**src/rtl/pfq_pkg.sv**
```systemverilog
package pfq_pkg;
   typedef enum logic {
      DIR_READ  = 1'b0,
      DIR_WRITE = 1'b1
   } xfer_dir_e;
   localparam int STAT_CNT_LSB = 24;
   localparam int STAT_CNT_MAX = 7;
   localparam int STAT_REM_MAX = 14;
endpackage

```
**src/rtl/pfq_byte_fifo.sv**
```systemverilog
module pfq_byte_fifo #(
   parameter int DEPTH    = 64,
   parameter int PUSH_MAX = 2,
   parameter int POP_MAX  = 4,
   localparam int AW      = $clog2(DEPTH),
   localparam int CNT_W   = $clog2(DEPTH + 1),
   localparam int PN_W    = $clog2(PUSH_MAX + 1),
   localparam int QN_W    = $clog2(POP_MAX + 1)
) (
   input  logic                  clk,
   input  logic                  rst_n,
   input  logic                  clear,
   input  logic [PN_W-1:0]       push_n,
   input  logic [PUSH_MAX*8-1:0] push_data,
   input  logic [QN_W-1:0]       pop_n,
   output logic [POP_MAX*8-1:0]  head_data,
   output logic [CNT_W-1:0]      count
);
   logic [7:0]    mem [DEPTH];
   logic [AW-1:0] wr_ptr, rd_ptr;

   always_ff @(posedge clk) begin
      for (int i = 0; i < PUSH_MAX; i++) begin
         if (!clear && PN_W'(i) < push_n)
            mem[wr_ptr + AW'(i)] <= push_data[i*8 +: 8];
      end
   end

   always_ff @(posedge clk) begin
      if (!rst_n || clear) begin
         wr_ptr <= '0;
         rd_ptr <= '0;
         count  <= '0;
      end else begin
         wr_ptr <= wr_ptr + AW'(push_n);
         rd_ptr <= rd_ptr + AW'(pop_n);
         count  <= count + CNT_W'(push_n) - CNT_W'(pop_n);
      end
   end

   always_comb begin
      for (int i = 0; i < POP_MAX; i++)
         head_data[i*8 +: 8] = (CNT_W'(i) < count) ? mem[rd_ptr + AW'(i)] : 8'h00;
   end

   // pushes fit the space left, pops never exceed the content
   assert_no_overflow_R13: assert property (@(posedge clk) disable iff (!rst_n)
      !clear |-> (32'(count) + 32'(push_n) <= DEPTH + 32'(pop_n)));
   assert_no_underflow_R13: assert property (@(posedge clk) disable iff (!rst_n)
      !clear |-> (32'(pop_n) <= 32'(count)));
endmodule

```
**src/rtl/pfq_engine.sv**
```systemverilog
module pfq_engine
   import pfq_pkg::*;
#(
   parameter int DEPTH    = 64,
   parameter int LEN_W    = 14,
   parameter int CS_W     = 3,
   parameter int RD_BYTES = 4,
   parameter int WR_BYTES = 2,
   localparam int CNT_W   = $clog2(DEPTH + 1),
   localparam int PN_W    = $clog2(WR_BYTES + 1),
   localparam int QN_W    = $clog2(RD_BYTES + 1)
) (
   input  logic                  clk,
   input  logic                  rst_n,
   input  logic                  start,
   input  logic [CS_W-1:0]       start_cs,
   input  logic                  start_dma,
   input  logic                  start_dir,
   input  logic [LEN_W-1:0]      start_len,
   input  logic                  stop,
   output logic                  start_nack,
   output logic                  run,
   output logic                  wr_mode,
   output logic                  dma_mode,
   output logic [CS_W-1:0]       cs,
   output logic [LEN_W-1:0]      rem,
   output logic [31:0]           status,
   input  logic [CNT_W-1:0]      fifo_count,
   output logic                  fifo_clear,
   output logic [PN_W-1:0]       push_n,
   output logic [WR_BYTES*8-1:0] push_data,
   output logic [QN_W-1:0]       pop_n,
   input  logic                  host_rd,
   input  logic                  host_wr,
   input  logic [WR_BYTES*8-1:0] host_wdata,
   input  logic                  nand_ready,
   input  logic [7:0]            nand_rdata,
   output logic                  nand_strobe
);
   xfer_dir_e        dir_q;
   logic             run_q, dma_q;
   logic [CS_W-1:0]  cs_q;
   logic [LEN_W-1:0] rem_q, rem_nxt, host_left;
   logic [CNT_W-1:0] free;
   logic             start_ok, fetch, drain, wr_ok;
   logic [PN_W-1:0]  wr_n;
   logic [QN_W-1:0]  rd_n;

   assign start_ok   = start && !run_q && !stop;
   assign start_nack = start && run_q;
   assign fifo_clear = start_ok || stop;
   assign free       = CNT_W'(DEPTH) - fifo_count;
   assign host_left  = rem_q - LEN_W'(fifo_count);

   assign fetch = run_q && dir_q == DIR_READ && rem_q != '0
                  && fifo_count < CNT_W'(DEPTH) && nand_ready;
   assign drain = run_q && dir_q == DIR_WRITE && fifo_count != '0 && nand_ready;
   assign nand_strobe = fetch || drain;
   assign rem_nxt = rem_q - LEN_W'(nand_strobe);

   always_comb begin
      if (host_left >= LEN_W'(WR_BYTES)) wr_n = PN_W'(WR_BYTES);
      else                               wr_n = PN_W'(host_left);
      wr_ok = run_q && dir_q == DIR_WRITE && host_wr && wr_n != '0
              && free >= CNT_W'(wr_n);
      if (fifo_count >= CNT_W'(RD_BYTES)) rd_n = QN_W'(RD_BYTES);
      else if (rem_q == '0)               rd_n = QN_W'(fifo_count);
      else                                rd_n = '0;
   end

   always_comb begin
      push_n    = fetch ? PN_W'(1) : (wr_ok ? wr_n : '0);
      push_data = fetch ? {{(WR_BYTES*8-8){1'b0}}, nand_rdata} : host_wdata;
      pop_n     = drain ? QN_W'(1)
                : ((dir_q == DIR_READ && host_rd) ? rd_n : '0);
   end

   always_ff @(posedge clk) begin
      if (!rst_n || stop) begin
         run_q <= 1'b0;
         dir_q <= DIR_READ;
         dma_q <= 1'b0;
         rem_q <= '0;
         if (!rst_n) cs_q <= '0;
      end else if (start_ok) begin
         run_q <= start_len != '0;
         dir_q <= xfer_dir_e'(start_dir);
         dma_q <= start_dma;
         cs_q  <= start_cs;
         rem_q <= start_len;
      end else begin
         rem_q <= rem_nxt;
         if (rem_nxt == '0) run_q <= 1'b0;
      end
   end

   always_comb begin
      status = '0;
      status[STAT_CNT_LSB +: CNT_W] = (dir_q == DIR_READ) ? fifo_count : free;
      status[0 +: LEN_W] = rem_q;
   end

   assign run      = run_q;
   assign wr_mode  = dir_q == DIR_WRITE;
   assign dma_mode = dma_q;
   assign cs       = cs_q;
   assign rem      = rem_q;

   // each strobe moves exactly one byte of the count
   assert_rem_step_R4: assert property (@(posedge clk) disable iff (!rst_n)
      (run_q && !stop && !start) |=> rem_q == $past(rem_q) - LEN_W'($past(nand_strobe)));
   // a refused start leaves the transfer untouched
   assert_nack_hold_R3: assert property (@(posedge clk) disable iff (!rst_n)
      (start && run_q && !stop) |=> (dir_q == $past(dir_q) && cs_q == $past(cs_q)));
   // busy implies work left; an idle write leaves nothing queued
   assert_busy_rem_R9: assert property (@(posedge clk) disable iff (!rst_n)
      run_q |-> rem_q != '0);
   assert_write_done_empty_R9: assert property (@(posedge clk) disable iff (!rst_n)
      (!run_q && dir_q == DIR_WRITE) |-> fifo_count == '0);
   // stop clears the engine at the next edge
   assert_stop_R12: assert property (@(posedge clk) disable iff (!rst_n)
      stop |=> (!run_q && rem_q == '0 && !dma_q));
endmodule

```
**src/rtl/pfq_dma_req.sv**
```systemverilog
module pfq_dma_req #(
   parameter bit DMA_EN = 1'b1,
   parameter int DEPTH  = 64,
   parameter int FRAME  = 64,
   parameter int LEN_W  = 14,
   localparam int CNT_W = $clog2(DEPTH + 1)
) (
   input  logic             clk,
   input  logic             rst_n,
   input  logic             dma_mode,
   input  logic             wr_mode,
   input  logic             run,
   input  logic [LEN_W-1:0] rem,
   input  logic [CNT_W-1:0] count,
   output logic             req
);
   if (DMA_EN) begin : g_dma
      logic [CNT_W-1:0] free;
      logic [LEN_W-1:0] host_left;
      logic             rd_req, wr_req;
      assign free      = CNT_W'(DEPTH) - count;
      assign host_left = rem - LEN_W'(count);
      assign rd_req = !wr_mode && (count >= CNT_W'(FRAME) || (rem == '0 && count != '0));
      assign wr_req = wr_mode && run && host_left != '0
                      && (free >= CNT_W'(FRAME) || LEN_W'(free) >= host_left);
      assign req = dma_mode && (rd_req || wr_req);

      // requests only in DMA mode
      assert_req_mode_R10: assert property (@(posedge clk) disable iff (!rst_n)
         req |-> dma_mode);
      // write requests only while the transfer runs
      assert_wr_req_run_R11: assert property (@(posedge clk) disable iff (!rst_n)
         (req && wr_mode) |-> run);
   end else begin : g_no_dma
      assign req = 1'b0;
   end
endmodule

```
**src/rtl/nand_pfq.sv**
```systemverilog
module nand_pfq #(
   parameter int DEPTH    = 64,
   parameter int FRAME    = 64,
   parameter int LEN_W    = 14,
   parameter int CS_W     = 3,
   parameter int RD_BYTES = 4,
   parameter int WR_BYTES = 2,
   parameter bit DMA_EN   = 1'b1,
   localparam int CNT_W   = $clog2(DEPTH + 1),
   localparam int PN_W    = $clog2(WR_BYTES + 1),
   localparam int QN_W    = $clog2(RD_BYTES + 1)
) (
   input  logic                  clk,
   input  logic                  rst_n,
   input  logic                  start,
   input  logic [CS_W-1:0]       start_cs,
   input  logic                  start_dma,
   input  logic                  start_dir,
   input  logic [LEN_W-1:0]      start_len,
   input  logic                  stop,
   output logic                  start_nack,
   output logic                  busy,
   output logic [CS_W-1:0]       active_cs,
   output logic [31:0]           status,
   output logic                  dma_req,
   input  logic                  host_rd,
   output logic [RD_BYTES*8-1:0] host_rdata,
   input  logic                  host_wr,
   input  logic [WR_BYTES*8-1:0] host_wdata,
   input  logic                  nand_ready,
   output logic                  nand_strobe,
   input  logic [7:0]            nand_rdata,
   output logic [7:0]            nand_wdata
);
   if ((DEPTH & (DEPTH - 1)) != 0) begin : g_bad_depth
      $error("nand_pfq: DEPTH must be a power of two");
   end
   if (FRAME > DEPTH || FRAME < 1) begin : g_bad_frame
      $error("nand_pfq: FRAME must lie in 1..DEPTH");
   end
   if (CNT_W > pfq_pkg::STAT_CNT_MAX || LEN_W > pfq_pkg::STAT_REM_MAX || LEN_W < CNT_W) begin : g_bad_stat
      $error("nand_pfq: count fields do not fit the status word");
   end
   if (RD_BYTES > DEPTH || WR_BYTES > DEPTH || WR_BYTES < 1) begin : g_bad_port
      $error("nand_pfq: host port widths exceed the queue");
   end

   logic                  fifo_clear, run, wr_mode, dma_mode;
   logic [CNT_W-1:0]      fifo_count;
   logic [PN_W-1:0]       push_n;
   logic [WR_BYTES*8-1:0] push_data;
   logic [QN_W-1:0]       pop_n;
   logic [LEN_W-1:0]      rem;

   pfq_byte_fifo #(.DEPTH(DEPTH), .PUSH_MAX(WR_BYTES), .POP_MAX(RD_BYTES)) u_fifo (
      .clk(clk), .rst_n(rst_n), .clear(fifo_clear),
      .push_n(push_n), .push_data(push_data), .pop_n(pop_n),
      .head_data(host_rdata), .count(fifo_count)
   );

   pfq_engine #(.DEPTH(DEPTH), .LEN_W(LEN_W), .CS_W(CS_W),
                .RD_BYTES(RD_BYTES), .WR_BYTES(WR_BYTES)) u_engine (
      .clk(clk), .rst_n(rst_n), .start(start), .start_cs(start_cs),
      .start_dma(start_dma), .start_dir(start_dir), .start_len(start_len),
      .stop(stop), .start_nack(start_nack), .run(run), .wr_mode(wr_mode),
      .dma_mode(dma_mode), .cs(active_cs), .rem(rem), .status(status),
      .fifo_count(fifo_count), .fifo_clear(fifo_clear), .push_n(push_n),
      .push_data(push_data), .pop_n(pop_n), .host_rd(host_rd),
      .host_wr(host_wr), .host_wdata(host_wdata), .nand_ready(nand_ready),
      .nand_rdata(nand_rdata), .nand_strobe(nand_strobe)
   );

   pfq_dma_req #(.DMA_EN(DMA_EN), .DEPTH(DEPTH), .FRAME(FRAME), .LEN_W(LEN_W)) u_dma (
      .clk(clk), .rst_n(rst_n), .dma_mode(dma_mode), .wr_mode(wr_mode),
      .run(run), .rem(rem), .count(fifo_count), .req(dma_req)
   );

   assign busy       = run;
   assign nand_wdata = host_rdata[7:0];
endmodule

```
**config.mk**
```make
export PLATFORM = sky130hd
export DESIGN_NAME = nand_pfq
export DESIGN_NICKNAME = d
export VERILOG_FILES = /design/src/rtl/pfq_pkg.sv /design/src/rtl/pfq_byte_fifo.sv /design/src/rtl/pfq_engine.sv /design/src/rtl/pfq_dma_req.sv /design/src/rtl/nand_pfq.sv
export SDC_FILE = /design/constraint.sdc
export NUM_CORES = 2
export LEC_CHECK = 0
export ABC_AREA = 0
export BUFFER_PORTS_ARGS = -buffer_cell sky130_fd_sc_hd__clkbuf_2
export CAP_MARGIN = 0
export CORE_AREA = 5 5 374 266
export DETAILED_ROUTE_END_ITERATION = 12
export DIE_AREA = 0 0 379 271
export SYNTH_ARGS = -nofsm -noshare
export SYNTH_HDL_FRONTEND = slang
export SYNTH_SLANG_ARGS = --single-unit
export TNS_END_PERCENT = 20
```
**constraint.sdc**
```tcl
create_clock -name clk -period 15.8 [get_ports clk]
set_input_delay 2.37 -clock clk [delete_from_list [all_inputs] [get_ports clk]]
set_output_delay 2.37 -clock clk [all_outputs]
set_load 0.05 [all_outputs]
```
==> metrics.md <==
| Metric | Value |
|---|---|
| # rows | 95 |
| Worst slew pin tran | 1.499 ns |
| Fin. Hold Viols | 0 |
| Hold Crit Endpoint | u_engine.dma_mode |
| RR Endpoint | u_fifo.count[5] |
| CP Capture Type | output port |
| Cts repair resizes | 0 |
| Max FO, Critical Path | 63 |
| Top cells by area, synth | edfxtp_1 36%, mux4_2 33%, mux2i_1 14%, clkbuf_1 1.9%, dfxtp_1 1.7% |
| Tcrit/Tclk final | 56.92% |
| Peak supply drop | 0.07340 mV |
| Clock sink total | 551 |
| Gr ovfl total | 0 |
| Max Cap Viol | 2 |
| Synth top area share | 36.36% |
| FF-to-FF setup slack | 7.84 ns |
| Num CTS Buffers | 56 |
| Synthesized cell area | 0.04253 mm^2 |
| WL final | 158100 um |
| Worst Path Required | 13.43 ns |
| RD Place Congestion | 0.9742 |
| Critical Path Source Type | flip-flop |
| Starting Density | 44.62% |
| Clock tree root buffer cell | clkbuf_16 |
| Relative slew slack | -0.5168% |
| Fin. max-slew vios | 1 |
| Final worst path period need | 8.994 ns |
| Avg Synthesized Cell Area | 14.88 um^2 |
| Final Hold Slack | 0.4562 ns |
| FILL cells | 8106 |
| Hold buffer count at cts | 0 |
| Detail Route Antenna Nets | 0 |
| Die Area | 0.1027 mm^2 |
| DR iter-0 viols | 4717 |
| Placed cell areas | 0.04454 mm^2 |
| Setup Viol. Count Final | 0 |
| Die width | 379 um |
| Failing checks | max-capacitance violations, max-slew violations |
| Clk_lat worst skew | 0.65 ns |
| Largest net degree at the start of global routing | 137 |
| Crit-path slowest cell | dfxtp_4 |
| EDFF count, synth | 515 |
| Port bufs | 117 |
| Hold_sp | u_engine.dma_mode |
| Status | complete, but fails checks |
| Tot Pwr | 3474 uW |
| Top-count cell post-synth | mux4_2 |
| Drt wl/cell | 38.65 um |
| Initial antenna violation count | 4 |
| Sequential share of the synthesized area | 38.05% |
| Async SR Flop Fraction | 0% |
| CP Cell Sequence | inv_1 -> ha_4 -> buf_4 -> buf_4 -> mux4_2 -> mux4_2 -> mux2i_1 -> a211oi_1 -> clkbuf_2 |
| Design area | 0.04636 mm^2 |
| CP Data Arrival Time | 6.62 ns |
| DR vias | 30640 |
| H-tree depth | 2 |
| DRC | 0 |
| Global-route wire length before repair | 224100 um |
| Synth Instances | 2859 |
| Prevailing post-synth register cell | edfxtp_1 |
| CORE AREA | 0.09533 mm^2 |
| Die height | 271 um |
| Ys Warns | 0 |
| Critical path class | reg -> out |
| Pre-Repair DR Iteration Count | 6 |
| Worst min-delay path category | reg -> reg |
| R2R cell count | 25 |
| Unique masters post-synth | 61 |
| Vias per std cell | 7.491 |
| FMAX | 111.2 MHz |
| Commonest cells in the netlist | 627 x mux4_2, 580 x mux2i_1, 515 x edfxtp_1 |
| CTS Buffer Depth | 3 |
| R2R Path Start | u_fifo.count[0] |
| Flop and latch count out of synthesis | 551 |
| Fraction of layout cells with a size suffix above 1 | 36.97% |
| Synth area leader | edfxtp_1 |
| All-Layer GR Usage | 30.38% |
| RSZ-0062 raised after global routing | no |
| Diode count | 0 |
| Detail Placement HPWL | 111200 um |
| TritonCTS clock tree | done |
| Via count of the first global-routing pass | 29080 |
| I/O pin count | 129 |
| Delay of the slowest critical-path stage | 1.02 ns |
| Skew final | 0.02436 ns |
| Post-CTS Setup Bufs | 0 |
| Leak | 0.01308 uW |
| P&R area growth vs syn | 8.998% |
| Fin Setup TNS | 0 ns |
| Hold Path Cell Cnt | 2 |
| Reg clk slew, reported paths | 0.07 ns |
| Pwr per Cell Area | 74.94 mW/mm^2 |
| Final net count | 2880 |
-- report_power, final --
| group | internal (uW) | total (uW) | switching [uW] |
|---|---|---|---|
| clock network | 775 | 1390 | 619 |
| logic | 127 | 467 | 340 |
| registers | 1600 | 1610 | 8.59 |
| total | 2510 | 3470 | 968 |
-- state kept, by name, indices dropped and copies added (netlist names) --
name               flops
u_engine.dma_mode      1
u_fifo.rd_ptr          6
u_engine.run           1
u_fifo.mem           512
u_engine.wr_mode       1
u_fifo.count           7
u_fifo.wr_ptr          6
u_engine.cs            3
u_engine.rem          14
-- layout by cell type, fill, tap and decap left out, drive strengths merged, types with 11 or more instances in the layout --
| cell | netlist | final |
|---|---|---|
| clkbuf | 216 | 188 |
| a21oi | 30 | 30 |
| buf | 137 | 93 |
| o32ai | 30 | 30 |
| clkinv | 0 | 21 |
| nor4 | 14 | 14 |
| mux4 | 627 | 627 |
| xnor2 | 30 | 30 |
| nor2b | 36 | 36 |
| edfxtp | 515 | 515 |
| a211oi | 57 | 57 |
| or3 | 15 | 15 |
| o21bai | 28 | 28 |
| dfxtp | 36 | 36 |
| nor2 | 98 | 98 |
| inv | 30 | 31 |
| nand2 | 76 | 76 |
| o21ai | 25 | 25 |
| mux2i | 580 | 580 |
| nor3 | 75 | 75 |
| ha | 41 | 41 |
| conb | 1 | 11 |
| nand3 | 20 | 20 |
| xor2 | 21 | 21 |
-- per-stage QoR --
step	std cells	worst slack, ns	util [%]
finish	4090	6.806	48.63
global route	4090	6.417	48.63
CTS	4090	6.747	48.63
detailed placement	3987	7.376	46.72
global placement	3987	7.569	46.72
floorplan	2869	7.987	-
-- layout make-up --
type | instances | area (um^2) | area share, %
Multi-Input combinational cell | 1935 | 25350 | 54.69
Sequential cell | 551 | 16200 | 34.94
Tap cell | 1261 | 1578 | 3.403
Clock buffer | 71 | 1479 | 3.190
Timing Repair Buffer | 210 | 1296 | 2.796
Clock inverter | 32 | 344.1 | 0.7422
Inverter | 30 | 112.6 | 0.2429
-- kinds of logic after synthesis --
logic type,share of synthesized area (%)
AOI/OAI and AO/OA,3.954
DFF,38.05
adders and majority gates,1.441
other,0.008816
xor gates and xnor gates,1.050
muxes,46.85
buffers and inverters,3.756
and+or+nand+nor,4.889
-- critical path, delay by kind of cell (launching register included) --
kind | cells | cell delay [ns]
AO/OA/AOI/OAI | 1 | 0.29
multiplexers | 3 | 1.59
adder cells (fa/ha/maj) | 1 | 0.74
buffers and inverters | 4 | 2.22
flip-flops | 1 | 1.02
-- metal layers --
layer  global-route usage [%]  up-vias  share of wire [%]
li1                         -    11810                  -
met1                    43.96    16180                 40
met2                    41.42     2347                 41
met3                    13.37      300                 16
met4                    8.687        6                3.3
met5                        0        -              0.024
-- worst max-delay path by stage --
stage                          start             end  slack, ns  cells after the start
finish              u_fifo.rd_ptr[1]  host_rdata[31]       6.81                      9
global route        u_fifo.rd_ptr[1]  host_rdata[12]       6.42                      9
CTS                 u_fifo.rd_ptr[1]  host_rdata[12]       6.75                      9
detailed placement  u_fifo.rd_ptr[1]  host_rdata[12]       7.38                      9
global placement    u_fifo.rd_ptr[1]  host_rdata[12]       7.57                      9
floorplan           u_fifo.rd_ptr[0]  host_rdata[24]       7.99                     15
Power figures use the tool's default switching activity.
